===== src/rtl/rl_pkg.sv =====
package rl_pkg;
  localparam int unsigned DEF_PERIOD_CYC = 125;
  localparam int unsigned DEF_PERIOD_US  = 5;
  localparam int unsigned DEF_UPPER      = 6250000;
  localparam int unsigned DEF_MAX_INC    = 4375000;
  localparam int unsigned DEF_RATE       = 1000000;

  // increment = max(1, rate_eff * period_us / 8)
  function automatic logic [63:0] rl_increment(input logic [63:0] rate,
                                               input logic [63:0] def_rate,
                                               input logic [63:0] period_us);
    logic [63:0] r, p;
    r = (rate == 64'd0) ? def_rate : rate;
    p = (r * period_us) >> 3;
    if (p == 64'd0) p = 64'd1;
    return p;
  endfunction
endpackage


===== src/rtl/rl_period_timer.sv =====
module rl_period_timer #(
  parameter int unsigned PERIOD_CYC = 125,
  localparam int CNT_W = $clog2(PERIOD_CYC + 1)
) (
  input  logic clk_i,
  input  logic rst_ni,
  input  logic en_i,
  output logic tick_o
);
  localparam logic [CNT_W-1:0] RELOAD = CNT_W'(PERIOD_CYC);
  localparam logic [CNT_W-1:0] LAST   = CNT_W'(1);

  logic [CNT_W-1:0] cnt_q;

  always_ff @(posedge clk_i or negedge rst_ni) begin
    if (!rst_ni)              cnt_q <= RELOAD;
    else if (!en_i)           cnt_q <= RELOAD;
    else if (cnt_q == LAST)   cnt_q <= RELOAD;
    else                      cnt_q <= cnt_q - LAST;
  end

  assign tick_o = en_i && (cnt_q == LAST);

  generate
    if (PERIOD_CYC > 1) begin : g_gap
      assert_tick_gap_R1: assert property (@(posedge clk_i) disable iff (!rst_ni)
        tick_o |=> !tick_o);
    end
  endgenerate

  assert_hold_R9: assert property (@(posedge clk_i) disable iff (!rst_ni)
    !en_i |=> (cnt_q == RELOAD));
endmodule


===== src/rtl/rl_inc_calc.sv =====
module rl_inc_calc #(
  parameter int unsigned RATE_W       = 32,
  parameter int unsigned INC_W        = 32,
  parameter int unsigned PERIOD_US    = rl_pkg::DEF_PERIOD_US,
  parameter int unsigned DEFAULT_RATE = rl_pkg::DEF_RATE,
  parameter int unsigned MAX_INC      = rl_pkg::DEF_MAX_INC
) (
  input  logic [RATE_W-1:0] rate_i,
  output logic [INC_W-1:0]  inc_o,
  output logic              reject_o
);
  logic [63:0] full;

  always_comb begin
    full     = rl_pkg::rl_increment(64'(rate_i), 64'(DEFAULT_RATE), 64'(PERIOD_US));
    reject_o = full > 64'(MAX_INC);
    inc_o    = full[INC_W-1:0];
  end
endmodule


===== src/rtl/rl_credit_slot.sv =====
module rl_credit_slot #(
  parameter int unsigned CRD_W       = 32,
  parameter int unsigned BYTES_W     = 16,
  parameter int unsigned UPPER_BOUND = rl_pkg::DEF_UPPER,
  localparam int SUM_W = CRD_W + 2
) (
  input  logic               clk_i,
  input  logic               rst_ni,
  input  logic               en_i,
  input  logic               tick_i,
  input  logic               cfg_we_i,
  input  logic [CRD_W-1:0]   cfg_inc_i,
  input  logic               use_we_i,
  input  logic [BYTES_W-1:0] use_bytes_i,
  output logic [CRD_W-1:0]   credit_o,
  output logic               eligible_o
);
  localparam logic [SUM_W-1:0] ZERO_PT = SUM_W'(1) << (CRD_W - 1);
  localparam logic [SUM_W-1:0] CEIL    = ZERO_PT + SUM_W'(UPPER_BOUND);

  logic [CRD_W-1:0] credit_q, inc_q;
  logic [SUM_W-1:0] sum, add_v, sub_v;
  logic [CRD_W-1:0] credit_d;

  always_comb begin
    add_v = tick_i ? {2'b00, inc_q} : '0;
    sub_v = use_we_i ? SUM_W'(use_bytes_i) : '0;
    sum   = {2'b00, credit_q} + add_v - sub_v;
    if (sum[SUM_W-1])     credit_d = '0;                 // borrow: floor
    else if (sum > CEIL)  credit_d = CEIL[CRD_W-1:0];
    else                  credit_d = sum[CRD_W-1:0];
  end

  always_ff @(posedge clk_i or negedge rst_ni) begin
    if (!rst_ni) begin
      credit_q <= ZERO_PT[CRD_W-1:0];
      inc_q    <= '0;
    end else if (cfg_we_i) begin
      credit_q <= ZERO_PT[CRD_W-1:0];
      inc_q    <= cfg_inc_i;
    end else if (en_i) begin
      credit_q <= credit_d;
    end
  end

  assign credit_o   = credit_q;
  assign eligible_o = !en_i || credit_q[CRD_W-1];

  assert_bound_R4: assert property (@(posedge clk_i) disable iff (!rst_ni)
    credit_q <= CEIL[CRD_W-1:0]);
  assert_refill_up_R4: assert property (@(posedge clk_i) disable iff (!rst_ni)
    en_i && tick_i && !use_we_i && !cfg_we_i |=> credit_q >= $past(credit_q));
  assert_cfg_zero_R5: assert property (@(posedge clk_i) disable iff (!rst_ni)
    cfg_we_i |=> credit_q == ZERO_PT[CRD_W-1:0]);
  assert_frozen_R9: assert property (@(posedge clk_i) disable iff (!rst_ni)
    !en_i && !cfg_we_i |=> $stable(credit_q));
endmodule


===== src/rtl/rate_limiter_bank.sv =====
module rate_limiter_bank #(
  parameter int unsigned NUM_ENT      = 4,
  parameter int unsigned RATE_W       = 32,
  parameter int unsigned BYTES_W      = 16,
  parameter int unsigned CRD_W        = 32,
  parameter int unsigned PERIOD_CYC   = rl_pkg::DEF_PERIOD_CYC,
  parameter int unsigned PERIOD_US    = rl_pkg::DEF_PERIOD_US,
  parameter int unsigned UPPER_BOUND  = rl_pkg::DEF_UPPER,
  parameter int unsigned MAX_INC      = rl_pkg::DEF_MAX_INC,
  parameter int unsigned DEFAULT_RATE = rl_pkg::DEF_RATE,
  localparam int IDX_W = (NUM_ENT > 1) ? $clog2(NUM_ENT) : 1
) (
  input  logic                       clk_i,
  input  logic                       rst_ni,
  input  logic                       enable_i,
  input  logic                       cfg_valid_i,
  input  logic [IDX_W-1:0]           cfg_idx_i,
  input  logic [RATE_W-1:0]          cfg_rate_i,
  output logic                       cfg_err_o,
  input  logic                       use_valid_i,
  input  logic [IDX_W-1:0]           use_idx_i,
  input  logic [BYTES_W-1:0]         use_bytes_i,
  output logic                       tick_o,
  output logic [NUM_ENT-1:0]         eligible_o,
  output logic [NUM_ENT*CRD_W-1:0]   credit_o,
  output logic [CRD_W-1:0]           bypass_thr_o
);
  logic             tick;
  logic [CRD_W-1:0] new_inc;
  logic             reject;
  logic             err_q;

  rl_period_timer #(.PERIOD_CYC(PERIOD_CYC)) i_timer (
    .clk_i (clk_i), .rst_ni(rst_ni), .en_i(enable_i), .tick_o(tick)
  );

  rl_inc_calc #(
    .RATE_W(RATE_W), .INC_W(CRD_W), .PERIOD_US(PERIOD_US),
    .DEFAULT_RATE(DEFAULT_RATE), .MAX_INC(MAX_INC)
  ) i_inc (
    .rate_i(cfg_rate_i), .inc_o(new_inc), .reject_o(reject)
  );

  for (genvar e = 0; e < NUM_ENT; e++) begin : g_ent
    logic cfg_we, use_we;
    assign cfg_we = cfg_valid_i && !reject && (cfg_idx_i == IDX_W'(e));
    assign use_we = use_valid_i && (use_idx_i == IDX_W'(e));

    rl_credit_slot #(
      .CRD_W(CRD_W), .BYTES_W(BYTES_W), .UPPER_BOUND(UPPER_BOUND)
    ) i_slot (
      .clk_i      (clk_i),
      .rst_ni     (rst_ni),
      .en_i       (enable_i),
      .tick_i     (tick),
      .cfg_we_i   (cfg_we),
      .cfg_inc_i  (new_inc),
      .use_we_i   (use_we),
      .use_bytes_i(use_bytes_i),
      .credit_o   (credit_o[e*CRD_W +: CRD_W]),
      .eligible_o (eligible_o[e])
    );
  end

  always_ff @(posedge clk_i or negedge rst_ni) begin
    if (!rst_ni) err_q <= 1'b0;
    else         err_q <= cfg_valid_i && reject;
  end

  assign cfg_err_o    = err_q;
  assign tick_o       = tick;
  assign bypass_thr_o = enable_i ? CRD_W'(UPPER_BOUND) : '0;

  assert_reject_R3: assert property (@(posedge clk_i) disable iff (!rst_ni)
    cfg_valid_i && reject |=> cfg_err_o);
  assert_no_err_R3: assert property (@(posedge clk_i) disable iff (!rst_ni)
    !cfg_valid_i |=> !cfg_err_o);
  assert_inc_range_R2: assert property (@(posedge clk_i) disable iff (!rst_ni)
    cfg_valid_i && !reject |-> (new_inc >= CRD_W'(1)) && (new_inc <= CRD_W'(MAX_INC)));
  assert_elig_off_R8: assert property (@(posedge clk_i) disable iff (!rst_ni)
    !enable_i |-> &eligible_o);
endmodule


===== config.mk =====
export PLATFORM = sky130hd
export DESIGN_NAME = rate_limiter_bank
export DESIGN_NICKNAME = d
export VERILOG_FILES = /design/src/rtl/rl_pkg.sv /design/src/rtl/rl_period_timer.sv /design/src/rtl/rl_inc_calc.sv /design/src/rtl/rl_credit_slot.sv /design/src/rtl/rate_limiter_bank.sv
export SDC_FILE = /design/constraint.sdc
export NUM_CORES = 1
export LEC_CHECK = 0
export BUFFER_PORTS_ARGS = -buffer_cell sky130_fd_sc_hd__buf_2
export CAP_MARGIN = 25
export CORE_ASPECT_RATIO = 0.9
export CORE_MARGIN = 2
export CORE_UTILIZATION = 45
export DETAILED_ROUTE_END_ITERATION = 8
export GPL_TIMING_DRIVEN = 0
export REMOVE_ABC_BUFFERS = 1
export SKIP_LAST_GASP = 1
export SYNTH_ARGS = -nofsm -noshare
export SYNTH_HDL_FRONTEND = slang
export SYNTH_SLANG_ARGS = --single-unit

===== constraint.sdc =====
create_clock -name clk_i -period 10.7 [get_ports clk_i]
set_input_delay 2.14 -clock clk_i [delete_from_list [all_inputs] [get_ports clk_i]]
set_output_delay 2.14 -clock clk_i [all_outputs]
set_load 0.01 [all_outputs]

---- Word level (Yosys, flattened, before mapping) ----
Cells that the tools add are included.
storage, ports and cells
  input bits .............................. 57
  bits in registers ....................... 264
  word-level logic and storage cells ...... 86
  output and inout bits ................... 166
operators by class
  multipliers ............................. 1
  magnitude comparators ................... 5
  add/sub/neg operators ................... 9
  reduce and logical (&&, ||, !) cells .... 25
  equal/unequal tests ..................... 7
  muxes and demuxes ....................... 29
operators by type and width
  operator               count
  $mux 32                21
  $add 32x34->34         4
  $gt 34x32->1 const B   4
  $sub 34x34->34         4
  $gt 64x23->1 const B   1
  $logic_not 64->1       1
  $mul 64x3->64 const B  1
  $mux 16                4
  $mux 61                1
  $logic_not 32->1       1
  $mux 23                1
  $mux 7                 2
  $logic_and 1x1->1      11
  $eq 2x2->1 const B     4
  $reduce_bool 2->1      4
  $eq 7x1->1 const B     1
  $sub 7x1->7 const B    1
  $eq 2x1->1 const B     2
  $logic_not 2->1        2
  $logic_or 1x1->1       4
  $logic_not 1->1        2

---- Longest topological paths before layout ----
Gate-level depths: netlist of the first run.
  depth after elaboration ................. 10
  gate-level depth with buffers ........... 23
  mapped depth without buffers ............ 18

---- By module ----
A second synthesis of the first run with hierarchy kept.
unflattened totals
  cell total of the unflattened synthesis .. 3321
  area, all modules ....................... 27741.6 sq um
by module, submodules not included
  module                                instances  seq. area each (sq um)  cells each  area an instance (sq um)
  rl_credit_slot (g_ent[2].i_slot ...)  2          1602.8                  713         6105.9
  rl_credit_slot (g_ent[0].i_slot)      1          1602.8                  716         6143.4
  rl_credit_slot (g_ent[1].i_slot)      1          1602.8                  707         5955.7
  rl_inc_calc                           1          0.0                     393         2691.3
  rl_period_timer                       1          182.7                   36          380.4
  rate_limiter_bank                     1          25.0                    43          359.1

---- Worst setup path before layout of the first run ----
OpenSTA, ideal clock, no wires.
  path type ............................... input port to flip-flop
  start ................................... input port enable_i
  end ..................................... register g_ent[1].i_slot.credit_q[10]
  stages on the path ...................... 20
  setup slack ............................. 3.261 ns
  setup time .............................. 0.137 ns
  arrival time ............................ 7.301 ns
  path through ............................ clkbuf_1 > and4_1 > clkbuf_1 > clkbuf_1 > nand2_1 > fa_1 > inv_1 > fa_1 > a21o_1 > a221oi_2 > o211ai_1 > a221oi_1 > xor2_1 > or2_0 > or4_1 > or4b_1 > o31ai_1 > a31o_2 > clkbuf_1 > a211oi_1
on the way
  cells in the longest elaborated chain, start to end .. 9
RTL lines
  item                  line                     source
  from (decl)           rate_limiter_bank.sv:15  input logic enable_i,
  $logic_and 1x1->1     rl_period_timer.sv:22    assign tick_o = en_i && (cnt_q == LAST);
  $mux 32               rl_credit_slot.sv:26     add_v = tick_i ? {2'b00, inc_q} : '0;
  $add 32x34->34        rl_credit_slot.sv:28     sum = {2'b00, credit_q} + add_v - sub_v;
  $sub 34x34->34        rl_credit_slot.sv:28
  $gt 34x32->1          rl_credit_slot.sv:30     else if (sum > CEIL) credit_d = CEIL[CRD_W-1:0];
  $mux 32               rl_credit_slot.sv:30
  $mux 32               rl_credit_slot.sv:29     if (sum[SUM_W-1]) credit_d = '0;
  $mux 32               rl_credit_slot.sv:41     end else if (en_i) begin
  $mux 32               rl_credit_slot.sv:38     end else if (cfg_we_i) begin
  to (signal assigned)  rl_credit_slot.sv:36     credit_q <= ZERO_PT[CRD_W-1:0];
  to (signal assigned)  rl_credit_slot.sv:39     credit_q <= ZERO_PT[CRD_W-1:0];
  to (signal assigned)  rl_credit_slot.sv:42     credit_q <= credit_d;
  to (decl)             rl_credit_slot.sv:21     logic [CRD_W-1:0] credit_q, inc_q;
Several ways; a longest one is shown, not always the timed one. The select of a mux whose other input is x is not followed.
A chain may end at the register's enable or synchronous reset.

---- Worst setup path after layout of the first run ----
  start ................................... input port enable_i
  end ..................................... register g_ent[3].i_slot.credit_q[13]
on the way
  cells in the longest elaborated chain, start to end .. 9
RTL lines
  item                  line
  $logic_and 1x1->1     rl_period_timer.sv:22
  $mux 32               rl_credit_slot.sv:26
  $add 32x34->34        rl_credit_slot.sv:28
  $sub 34x34->34        rl_credit_slot.sv:28
  $gt 34x32->1          rl_credit_slot.sv:30
  $mux 32               rl_credit_slot.sv:30
  $mux 32               rl_credit_slot.sv:29
  $mux 32               rl_credit_slot.sv:41
  $mux 32               rl_credit_slot.sv:38
  to (signal assigned)  rl_credit_slot.sv:36
  to (signal assigned)  rl_credit_slot.sv:39
  to (signal assigned)  rl_credit_slot.sv:42
  to (decl)             rl_credit_slot.sv:21
Several ways; a longest one is shown, not always the timed one. The select of a mux whose other input is x is not followed.

==> results of run 1 <==
==> synthesized netlist by cell type (all sizes together) (9+ instances only) <==
master / count / area (um^2)
fa: 65 / 1300
buf: 63 / 412
o211a: 10 / 108
a211oi: 40 / 305
o211ai: 24 / 185
mux2: 55 / 623
or3: 15 / 93.8
ha: 249 / 3120
nor2b: 25 / 156
a311oi: 9 / 78.8
clkbuf: 121 / 454
or4: 15 / 113
nand4: 51 / 319
mux2i: 20 / 200
xor2: 60 / 526
or2: 16 / 100
o21a: 20 / 150
o31ai: 18 / 149
and3: 22 / 143
inv: 446 / 1670
nor2: 187 / 702
nor4: 30 / 194
a22o: 15 / 131
a31oi: 32 / 200
a21oi: 206 / 1040
o21bai: 28 / 210
a22oi: 19 / 143
a221oi: 21 / 190
nand3: 49 / 245
dfrtp: 254 / 6360
a211o: 11 / 96.3
nor3: 58 / 290
a21o: 75 / 563
xnor2: 80 / 701
dfstp: 10 / 263
and2: 122 / 763
nand2b: 13 / 81.3
a32oi: 15 / 131
o21ai: 155 / 779
o2bb2ai: 17 / 149
nand2: 333 / 1250
==> where the power goes <==
group	internal [mW]	total, mW	switching, mW
sequential	1.20	1.38	0.178
clock	0.686	1.18	0.495
combinational	2.62	6.96	4.34
==> flip-flops by register name, indices dropped and copies added (netlist names) <==
register               count
g_ent.i_slot.credit_o    128
i_timer.cnt_q              7
cfg_err_o                  1
g_ent.i_slot.inc_q       128
==> logic make-up after synthesis <==
group | after synthesis | share of synthesized area
other | 1 | 0.000144
flip-flops | 264 | 0.255
AND/OR/NAND/NOR | 982 | 0.187
multiplexers | 75 | 0.0317
AO/OA/AOI/OAI | 807 | 0.211
buffers and inverters | 630 | 0.0978
adder cells (fa/ha/maj) | 315 | 0.170
XOR/XNOR | 140 | 0.0472
==> path summary, 6_finish.rpt <==
check / startpoint / endpoint / slack, ns / cells after the start
worst max-delay path: enable_i / g_ent[3].i_slot.credit_o[13] / 1.80 / 20
worst min-delay path: g_ent[0].i_slot.inc_q[28] / g_ent[0].i_slot.inc_q[28] / 0.48 / 1
worst max register to register: i_timer.cnt_q[2] / g_ent[3].i_slot.credit_o[13] / 3.33 / 20
worst min register to register: g_ent[0].i_slot.inc_q[28] / g_ent[0].i_slot.inc_q[28] / 0.48 / 1
max in group asynchronous: rst_ni / g_ent[3].i_slot.inc_q[21] / 8.15 / 2
min in group asynchronous: rst_ni / g_ent[2].i_slot.credit_o[27] / 1.52 / 1
==> layer usage <==
| layer | part of all wire | wire length, um |
|---|---|---|
| met2 | 0.43 | 34900 |
| met5 | 0.00016 | 13 |
| met1 | 0.47 | 38100 |
| met4 | 0.028 | 2240 |
| met3 | 0.071 | 5740 |
==> cell usage in the layout, fill, tap and decap left out, types with 25 or more instances in the layout <==
cell type and instances:
buf_2 202, a211oi_1 39, nand3_1 49, a21oi_1 205
xnor2_1 78, nor4_1 29, ha_1 249, o21bai_1 28
and2_1 121, o21ai_1 29, o21ai_0 125, dfrtp_1 254
inv_1 445, xor2_1 60, nand2_1 333, a21o_1 75
a31oi_1 32, fa_1 65, nor2_1 187, nor2b_1 25
mux2_2 45, nand4_1 51, nor3_1 57, clkbuf_16 35
==> final cells by class <==
type | count | area, um^2 | share of cell area
inverters | 446 | 1680 | 0.0583
well taps | 765 | 957 | 0.0333
repair buffers | 235 | 1440 | 0.0499
multi-input cells | 2339 | 16900 | 0.589
clock buffers | 52 | 1020 | 0.0355
flip-flops and latches | 264 | 6620 | 0.230
clock inverters | 11 | 100 | 0.00348
==> critical path: cells and delay by family <==
family	cells	cell delay [ns]
AO/OA/AOI/OAI	8	2.91
buffers and inverters	5	1.66
adder cells (fa/ha/maj)	2	0.97
AND/OR/NAND/NOR	5	1.58
==> stage by stage <==
step | cells | setup WS, ns | hold slack, ns
floorplan | 3049 | 0.421 | 0.445
global placement | 4016 | -4.77 | 0.459
detailed placement | 4048 | 1.28 | 0.471
CTS | 4111 | 1.87 | 0.484
global route | 4112 | 1.32 | 0.501
finish | 4112 | 1.80 | 0.480
==> results.py, run 1 <==
metrics = {
    "setup_path": {
        "critPathMaxStageDelay_ns": 0.79,
        "cp_data_required_time_ns": 11.15,
        "path_cells": "buf_2 -> and4_4 -> buf_16 -> buf_16 -> nand2_1 -> fa_1 -> inv_1 -> fa_1 -> a211o_1 -> and3_1 -> o21ai_1 -> a211oi_1 -> o21ai_0 -> nor4bb_1 -> o211ai_1 -> a21oi_1 -> o31a_1 -> nor3_2 -> buf_6 -> a22o_1",
        "end_kind": "register",
        "crit_slowest_cell": "buf_2",
        "cp_max_fo": 66,
        "start_kind": "input port",
        "worst-setup-path-type": "in -> reg",
        "cp.arrival_ns": 9.35,
    },
    "finish": {
        "stdcell_area_mm2": 0.0287,
        "utilization": 0.504,
        "syn2layout_area_growth_pct": 10.6,
        "antenna_cells": 0,
        "final_nets": 3692,
        "fillCellCount": 5556,
        "layout-drive-gt1-share": 0.121,
    },
    "die": {
        "initial_core_util": 0.456,
        "dieArea_mm2": 0.0597,
        "std_cell_rows": 83,
        "coreArea_mm2": 0.0570,
        "die_w_um": 257,
        "io_pins": 223,
        "die_h_um": 232,
    },
    "hold_path": {
        "hold_class": "reg -> reg",
    },
    "placed_design": {
        "place_hpwl_um": 62700,
        "place.gp.congestion": 0.928,
        "portBuffers": 202,
        "place_area_mm2": 0.0276,
    },
    "clocking": {
        "cts_made_buffers": 35,
        "cts_tree": "done",
        "cts_max_path_buffers": 3,
        "path_clk_slew_ns": 0.06,
        "postCtsHoldBufs": 0,
        "post-cts-setup-buffers": 0,
        "insertion_delay_ns": 0.58,
        "clock_sinks": 264,
        "ctsResizeCount": 0,
        "cts_max_level": 2,
        "cts_root_buf": "clkbuf_16",
    },
    "global_routing": {
        "grt_start_max_net_pins": 106,
        "grt_busiest_layer": "met2",
        "grtUsageMet1": 0.385,
        "grtUsageTotal": 0.270,
        "grt-ovfl-total": 0,
        "grt_antenna_before_repair": 6,
        "met3_usage": 0.0524,
        "grt_pass1_wl_um": 128000,
        "use_met2": 0.412,
        "grt_pass1_vias": 22800,
    },
    "sta": {
        "finalHoldViolCount": 0,
        "clock.fmax_mhz": 112,
        "skew_ns": 0.0246,
        "finalSetupViolCount": 0,
        "fin_crit_sh": 0.832,
        "layout_min_cycle_time_ns": 8.90,
        "fin_tns_setup_ns": 0,
        "report.final.slew_viol_count": 0,
        "tightest_slew_ns": 1.11,
        "max_slew_margin": 0.254,
        "rsz0062_at_grt": "false",
    },
    "synthesis": {
        "synthFlopType": "dfrtp_1",
        "seq_area_frac_synth": 0.255,
        "postSynth.asyncResetShare": 1.00,
        "ys_ff_latch": 264,
        "netlist_area_mm2": 0.0260,
        "yosysWarnings": 0,
        "synth_edf_count": 0,
        "yosysUniqueCellTypes": 102,
        "syn_inst": 3214,
        "synth.avg_cell_area_um2": 8.08,
    },
    "power_and_ir_drop": {
        "leakagePower_nw": 14.2,
        "total_power_mw": 9.52,
        "power_density_mw_per_mm2": 331,
        "ir_worst_vdd_uv": 140,
    },
    "routing": {
        "drc_errors": 0,
        "wl_per_cell_um": 19.7,
        "viasPerCell": 5.75,
        "vias": 23700,
        "antenna_left": 0,
        "drtPass1Iterations": 6,
        "drt-initial-drc-count": 1848,
        "totalWireLength_um": 81000,
    },
    "run_status": {
        "run_status": "complete, no violations",
    },
    "run": {
        "cap_violations": 0,
    },
}
Power figures use the tool's default switching activity.
==> run 2: changes to the inputs <==
--- a/config.mk
+++ b/config.mk
@@ -5,6 +5,7 @@
 export SDC_FILE = /design/constraint.sdc
 export NUM_CORES = 1
 export LEC_CHECK = 0
+export ABC_AREA = 1
 export BUFFER_PORTS_ARGS = -buffer_cell sky130_fd_sc_hd__buf_2
 export CAP_MARGIN = 25
 export CORE_ASPECT_RATIO = 0.9
==> constraint.sdc (replaced) <==
create_clock -name clk_i -period 8.3 [get_ports clk_i]
set_input_delay 1.66 -clock clk_i [delete_from_list [all_inputs] [get_ports clk_i]]
set_output_delay 1.66 -clock clk_i [all_outputs]
set_load 0.01 [all_outputs]
==> run 2 against run 1 <==
Routed wire length is 24% higher. Synthesized area is 16% higher. Synthesized cell count is 60% higher. Setup slack worse by 0.76 ns. Critical endpoint is now g_ent[1].i_slot.credit_o[14]. Via count is 29% higher. Cell count is 50% higher. Critical path depth is 3 higher. Non-clock buffer count is 12 lower. Largest cell class unchanged. Cell area is 15% higher.
==> results.py, run 2 <==
metrics = {
    "synthesis": {
        "synth_top_area_cell": "nand2_1",
        "synth_top_area_frac": 0.232,
        "yosys-top-cells-count": "nand2_1 (1,869), inv_1 (1,174), nor2_1 (402)",
        "yosys.cell_count.top_type": "nand2_1",
        "netlist_area_mm2": 0.0302,
        "yosysUniqueCellTypes": 44,
        "seq_area_frac_synth": 0.219,
        "synth_edf_count": 0,
        "ys_ff_latch": 264,
        "synth.avg_cell_area_um2": 5.87,
        "synthFlopType": "dfrtp_1",
        "synth.area.top_cells": "nand2_1 (23%), dfrtp_1 (21%), inv_1 (15%), ha_1 (10%), nand3_1 (5.3%)",
        "syn_inst": 5146,
        "postSynth.asyncResetShare": 1.00,
        "yosysWarnings": 0,
    },
    "routing": {
        "drtPass1Iterations": 6,
        "wl_per_cell_um": 16.3,
        "drc_errors": 0,
        "vias": 30500,
        "antenna_left": 0,
        "viasPerCell": 4.95,
        "totalWireLength_um": 101000,
        "drt-initial-drc-count": 2220,
    },
    "sta": {
        "hold_slack_ns": 0.464,
        "finalHoldViolCount": 0,
        "skew_ns": 0.0237,
        "layout_min_cycle_time_ns": 7.26,
        "fin_crit_sh": 0.875,
        "clock.fmax_mhz": 138,
        "max_slew_margin": 0.243,
        "tightest_slew_ns": 1.13,
        "finalSetupViolCount": 0,
        "rsz0062_at_grt": "false",
        "report.final.slew_viol_count": 0,
    },
    "clocking": {
        "post-cts-setup-buffers": 0,
        "clock_sinks": 264,
        "cts_made_buffers": 35,
        "cts_max_level": 2,
        "insertion_delay_ns": 0.57,
        "cts_root_buf": "clkbuf_16",
        "postCtsHoldBufs": 0,
        "path_clk_slew_ns": 0.06,
        "cts_max_path_buffers": 3,
        "ctsResizeCount": 0,
        "cts_tree": "done",
    },
    "global_routing": {
        "grt_antenna_before_repair": 0,
        "grt_pass1_wl_um": 160000,
        "grt_pass1_vias": 28500,
        "grtUsageTotal": 0.291,
        "grt_start_max_net_pins": 115,
        "grt-ovfl-total": 0,
    },
    "setup_path": {
        "crit_slowest_cell": "inv_1",
        "start_kind": "input port",
        "cp.arrival_ns": 7.68,
        "path_delay_family": "simple AND/OR/NAND/NOR gates",
        "cp_data_required_time_ns": 8.72,
        "end_kind": "register",
        "cp_max_fo": 25,
        "path_cells": "buf_2 -> nor4_1 -> nand4_1 -> or2_2 -> nand2_1 -> ha_1 -> ha_1 -> nand2_1 -> nor4_1 -> nand2_1 -> nand2_1 -> nand2_1 -> nand2_2 -> nand2_2 -> nor2_2 -> nand3_1 -> nor2_1 -> nand2_1 -> nand2_4 -> nand3_2 -> inv_1 -> buf_8 -> a21oi_1",
        "cpMostUsedCell": "nand2_1",
        "worst-setup-path-type": "in -> reg",
        "critPathMaxStageDelay_ns": 0.80,
        "path_buf_inv": 3,
    },
    "die": {
        "coreArea_mm2": 0.0668,
        "io_pins": 223,
        "die_w_um": 277,
        "std_cell_rows": 90,
        "initial_core_util": 0.453,
        "die_h_um": 250,
        "dieArea_mm2": 0.0692,
    },
    "hold_path": {
        "hold_class": "reg -> reg",
    },
    "placed_design": {
        "place.gp.congestion": 0.954,
        "portBuffers": 202,
        "place_area_mm2": 0.0320,
        "place_hpwl_um": 81500,
    },
    "run": {
        "cap_violations": 0,
    },
    "finish": {
        "antenna_cells": 0,
        "final_cell_mix": "nand2_1 (1,869), inv_1 (1,174), nor2_1 (401)",
        "final_common_cell": "nand2_1",
        "layout-drive-gt1-share": 0.0600,
        "utilization": 0.496,
        "final_nets": 5645,
        "stdcell_area_mm2": 0.0331,
        "fillCellCount": 7382,
        "syn2layout_area_growth_pct": 9.56,
    },
    "run_status": {
        "run_status": "complete, no violations",
    },
}
run 2: logic make-up after synthesis:
group	synth area share
and+or+nand+nor	0.379
buffers and inverters	0.175
AOI/OAI and AO/OA	0.0687
adders and majority gates	0.146
DFF	0.219
xor gates and xnor gates	0.0119
other	0.000124
run 2: per-layer routing:
layer	GRT usage	up-vias	wire length, um
li1	-	15800	-
met1	0.429	13900	49600
met2	0.449	743	42100
met3	0.0428	95	6630
met4	0.0657	0	2240
met5	0	-	0
run 2: final cells by class:
| class | instances | area (um^2) | area share |
|---|---|---|---|
| Clock buffer | 48 | 995 | 0.0300 |
| Timing Repair Buffer | 223 | 1450 | 0.0437 |
| Tap cell | 874 | 1090 | 0.0330 |
| Sequential cell | 264 | 6620 | 0.200 |
| Multi-Input combinational cell | 3572 | 18400 | 0.556 |
| Inverter | 1178 | 4430 | 0.134 |
| Clock inverter | 13 | 121 | 0.00367 |
run 2: final timing paths:
check / from / to / slack (ns) / cells past startpoint
setup / recovery: cfg_rate_i[29] / g_ent[1].i_slot.credit_o[14] / 1.04 / 23
hold / removal: g_ent[2].i_slot.inc_q[29] / g_ent[2].i_slot.inc_q[29] / 0.46 / 2
setup reg to reg: i_timer.cnt_q[0] / g_ent[2].i_slot.credit_o[17] / 2.36 / 29
hold reg to reg: g_ent[2].i_slot.inc_q[29] / g_ent[2].i_slot.inc_q[29] / 0.46 / 2
max in group asynchronous: rst_ni / g_ent[2].i_slot.credit_o[20] / 6.31 / 2
min in group asynchronous: rst_ni / g_ent[3].i_slot.inc_q[29] / 0.99 / 1
run 2: worst register-to-register path, delay by kind of cell (launching register included):
kind / cells / cell delay (ns)
AO/OA/AOI/OAI: 1 / 0.10
adder cells (fa/ha/maj): 3 / 1.02
buffers and inverters: 6 / 1.04
flip-flops: 1 / 0.54
AND/OR/NAND/NOR: 19 / 3.10
run 2: through the flow:
stage,worst slack [ns],instances,TNS [ns]
after floorplan,-1.80,5014,-177.26
after global placement,-11.47,6090,-1350.04
after detailed placement,0.603,6110,0
after CTS,1.19,6171,0
after global routing,0.726,6172,0
final,1.04,6172,0
Power of run 2 is left out: the tool's default activity adds up to more than one toggle a clock period on the data nets, which glitch-free logic cannot reach.
==> run 3: changes to the inputs <==
--- a/config.mk
+++ b/config.mk
@@ -8,7 +8,7 @@
 export ABC_AREA = 1
 export BUFFER_PORTS_ARGS = -buffer_cell sky130_fd_sc_hd__buf_2
 export CAP_MARGIN = 25
-export CORE_ASPECT_RATIO = 0.9
+export CORE_ASPECT_RATIO = 0.5
 export CORE_MARGIN = 2
 export CORE_UTILIZATION = 45
 export DETAILED_ROUTE_END_ITERATION = 8
==> run 3 against run 2 <==
First-iteration DRC count down 4.1%. Core utilization is essentially flat. Sequential share of layout area about the same. Count of clock-buffer cells in the layout is 6 lower. Register-to-register slack gained 0.25 ns. Die area is 0.18% higher. Hold slack is essentially flat. Global-route usage grew 0.11 points. Cell area about the same. Critical endpoint is now g_ent[3].i_slot.credit_o[4].
==> results.py, run 3 (synthesized netlist as in run 2, its figures left out) <==
metrics = {
    "run_status": {
        "run_status": "complete, no violations",
    },
    "global_routing": {
        "grt_pass1_vias": 28700,
        "grt_antenna_before_repair": 2,
        "grt_pass1_wl_um": 160000,
        "grtUsageTotal": 0.293,
        "grt_start_max_net_pins": 71,
        "grt-ovfl-total": 0,
    },
    "finish": {
        "syn2layout_area_growth_pct": 9.57,
        "final_nets": 5638,
        "layout-drive-gt1-share": 0.0590,
        "final_common_cell": "nand2_1",
        "fillCellCount": 7215,
        "final_cell_mix": "nand2_1 (1,869), inv_1 (1,174), nor2_1 (401)",
    },
    "hold_path": {
        "hold_class": "reg -> reg",
    },
    "setup_path": {
        "worst-setup-path-type": "in -> reg",
        "cp_max_fo": 65,
        "critPathMaxStageDelay_ns": 0.74,
        "crit_slowest_cell": "nor2_4",
        "cp_data_required_time_ns": 8.81,
        "cp.arrival_ns": 7.84,
        "cpMostUsedCell": "nand2_1",
        "start_kind": "input port",
        "end_kind": "register",
    },
    "sta": {
        "layout_min_cycle_time_ns": 7.33,
        "tightest_slew_ns": 0.996,
        "report.final.slew_viol_count": 0,
        "skew_ns": 0.0337,
        "max_slew_margin": 0.331,
        "hold_slack_ns": 0.464,
        "layout_setup_ws_ns": 0.970,
        "clock.fmax_mhz": 136,
        "fin_crit_sh": 0.883,
        "fin_tns_setup_ns": 0,
        "finalHoldViolCount": 0,
        "finalSetupViolCount": 0,
        "rsz0062_at_grt": "false",
    },
    "placed_design": {
        "place.gp.congestion": 0.950,
        "portBuffers": 202,
        "place_ws_ns": 0.116,
        "place_hpwl_um": 82900,
    },
    "die": {
        "die_h_um": 187,
        "io_pins": 223,
        "std_cell_rows": 67,
        "die_w_um": 370,
        "initial_core_util": 0.453,
        "dieArea_mm2": 0.0694,
        "coreArea_mm2": 0.0667,
    },
    "routing": {
        "drtPass1Iterations": 6,
        "drc_errors": 0,
        "totalWireLength_um": 102000,
        "antenna_left": 0,
        "drt-initial-drc-count": 2128,
        "vias": 30500,
        "wl_per_cell_um": 16.4,
        "viasPerCell": 4.92,
    },
    "run": {
        "cap_violations": 0,
    },
    "clocking": {
        "cts_tree": "done",
        "cts_root_buf": "clkbuf_16",
        "clock_sinks": 264,
        "cts_max_path_buffers": 3,
        "insertion_delay_ns": 0.62,
        "ctsResizeCount": 0,
        "path_clk_slew_ns": 0.06,
        "cts_made_buffers": 29,
        "post-cts-setup-buffers": 0,
        "cts_max_level": 1,
        "postCtsHoldBufs": 0,
    },
}
[run 3: path summary, 6_finish.rpt]
kind | from | endpoint | slack [ns] | depth (start not counted)
worst max register to register | i_timer.cnt_q[0] | g_ent[3].i_slot.credit_o[4] | 2.61 | 28
worst min-delay path | g_ent[2].i_slot.inc_q[30] | g_ent[2].i_slot.inc_q[30] | 0.46 | 2
max in group asynchronous | rst_ni | g_ent[0].i_slot.credit_o[31] | 5.78 | 4
worst min register to register | g_ent[2].i_slot.inc_q[30] | g_ent[2].i_slot.inc_q[30] | 0.46 | 2
worst max-delay path | enable_i | g_ent[3].i_slot.credit_o[4] | 0.97 | 30
min in group asynchronous | rst_ni | g_ent[2].i_slot.credit_o[29] | 0.96 | 1
[run 3: worst max-delay path: cells and delay by family]
kind,cells,cell delay (ns)
and+or+nand+nor,20,2.90
buffers and inverters,7,1.92
adders and majority gates,2,1.06
AOI/OAI and AO/OA,1,0.17
[run 3: cell type report]
cell class	count	area, um^2	share of cell area
Clock buffer	42	855	0.0258
Timing Repair Buffer	222	1460	0.0441
Antenna cell	3	7.51	0.000227
Clock inverter	12	216	0.00654
Multi-Input combinational cell	3572	18400	0.556
Inverter	1178	4430	0.134
Sequential cell	264	6620	0.200
Tap cell	897	1120	0.0339
[run 3: metal layers]
layer  track usage  wire, um  up-vias
li1              -         -    15700
met1         0.414     48600    13800
met2         0.466     44300      746
met3        0.0441      6110      129
met4        0.0724      2770        0
met5             0         0        -
[run 3: through the flow]
stage	cells	cell area (um^2)	utilization
2_1_floorplan	5014	29400	-
3_3_place_gp	6113	31600	0.473
3_5_place_dp	6131	32000	0.479
4_1_cts	6185	33100	0.495
5_1_grt	6188	33100	0.496
6_report	6190	33100	0.496
Power of run 3 is left out for the same reason.
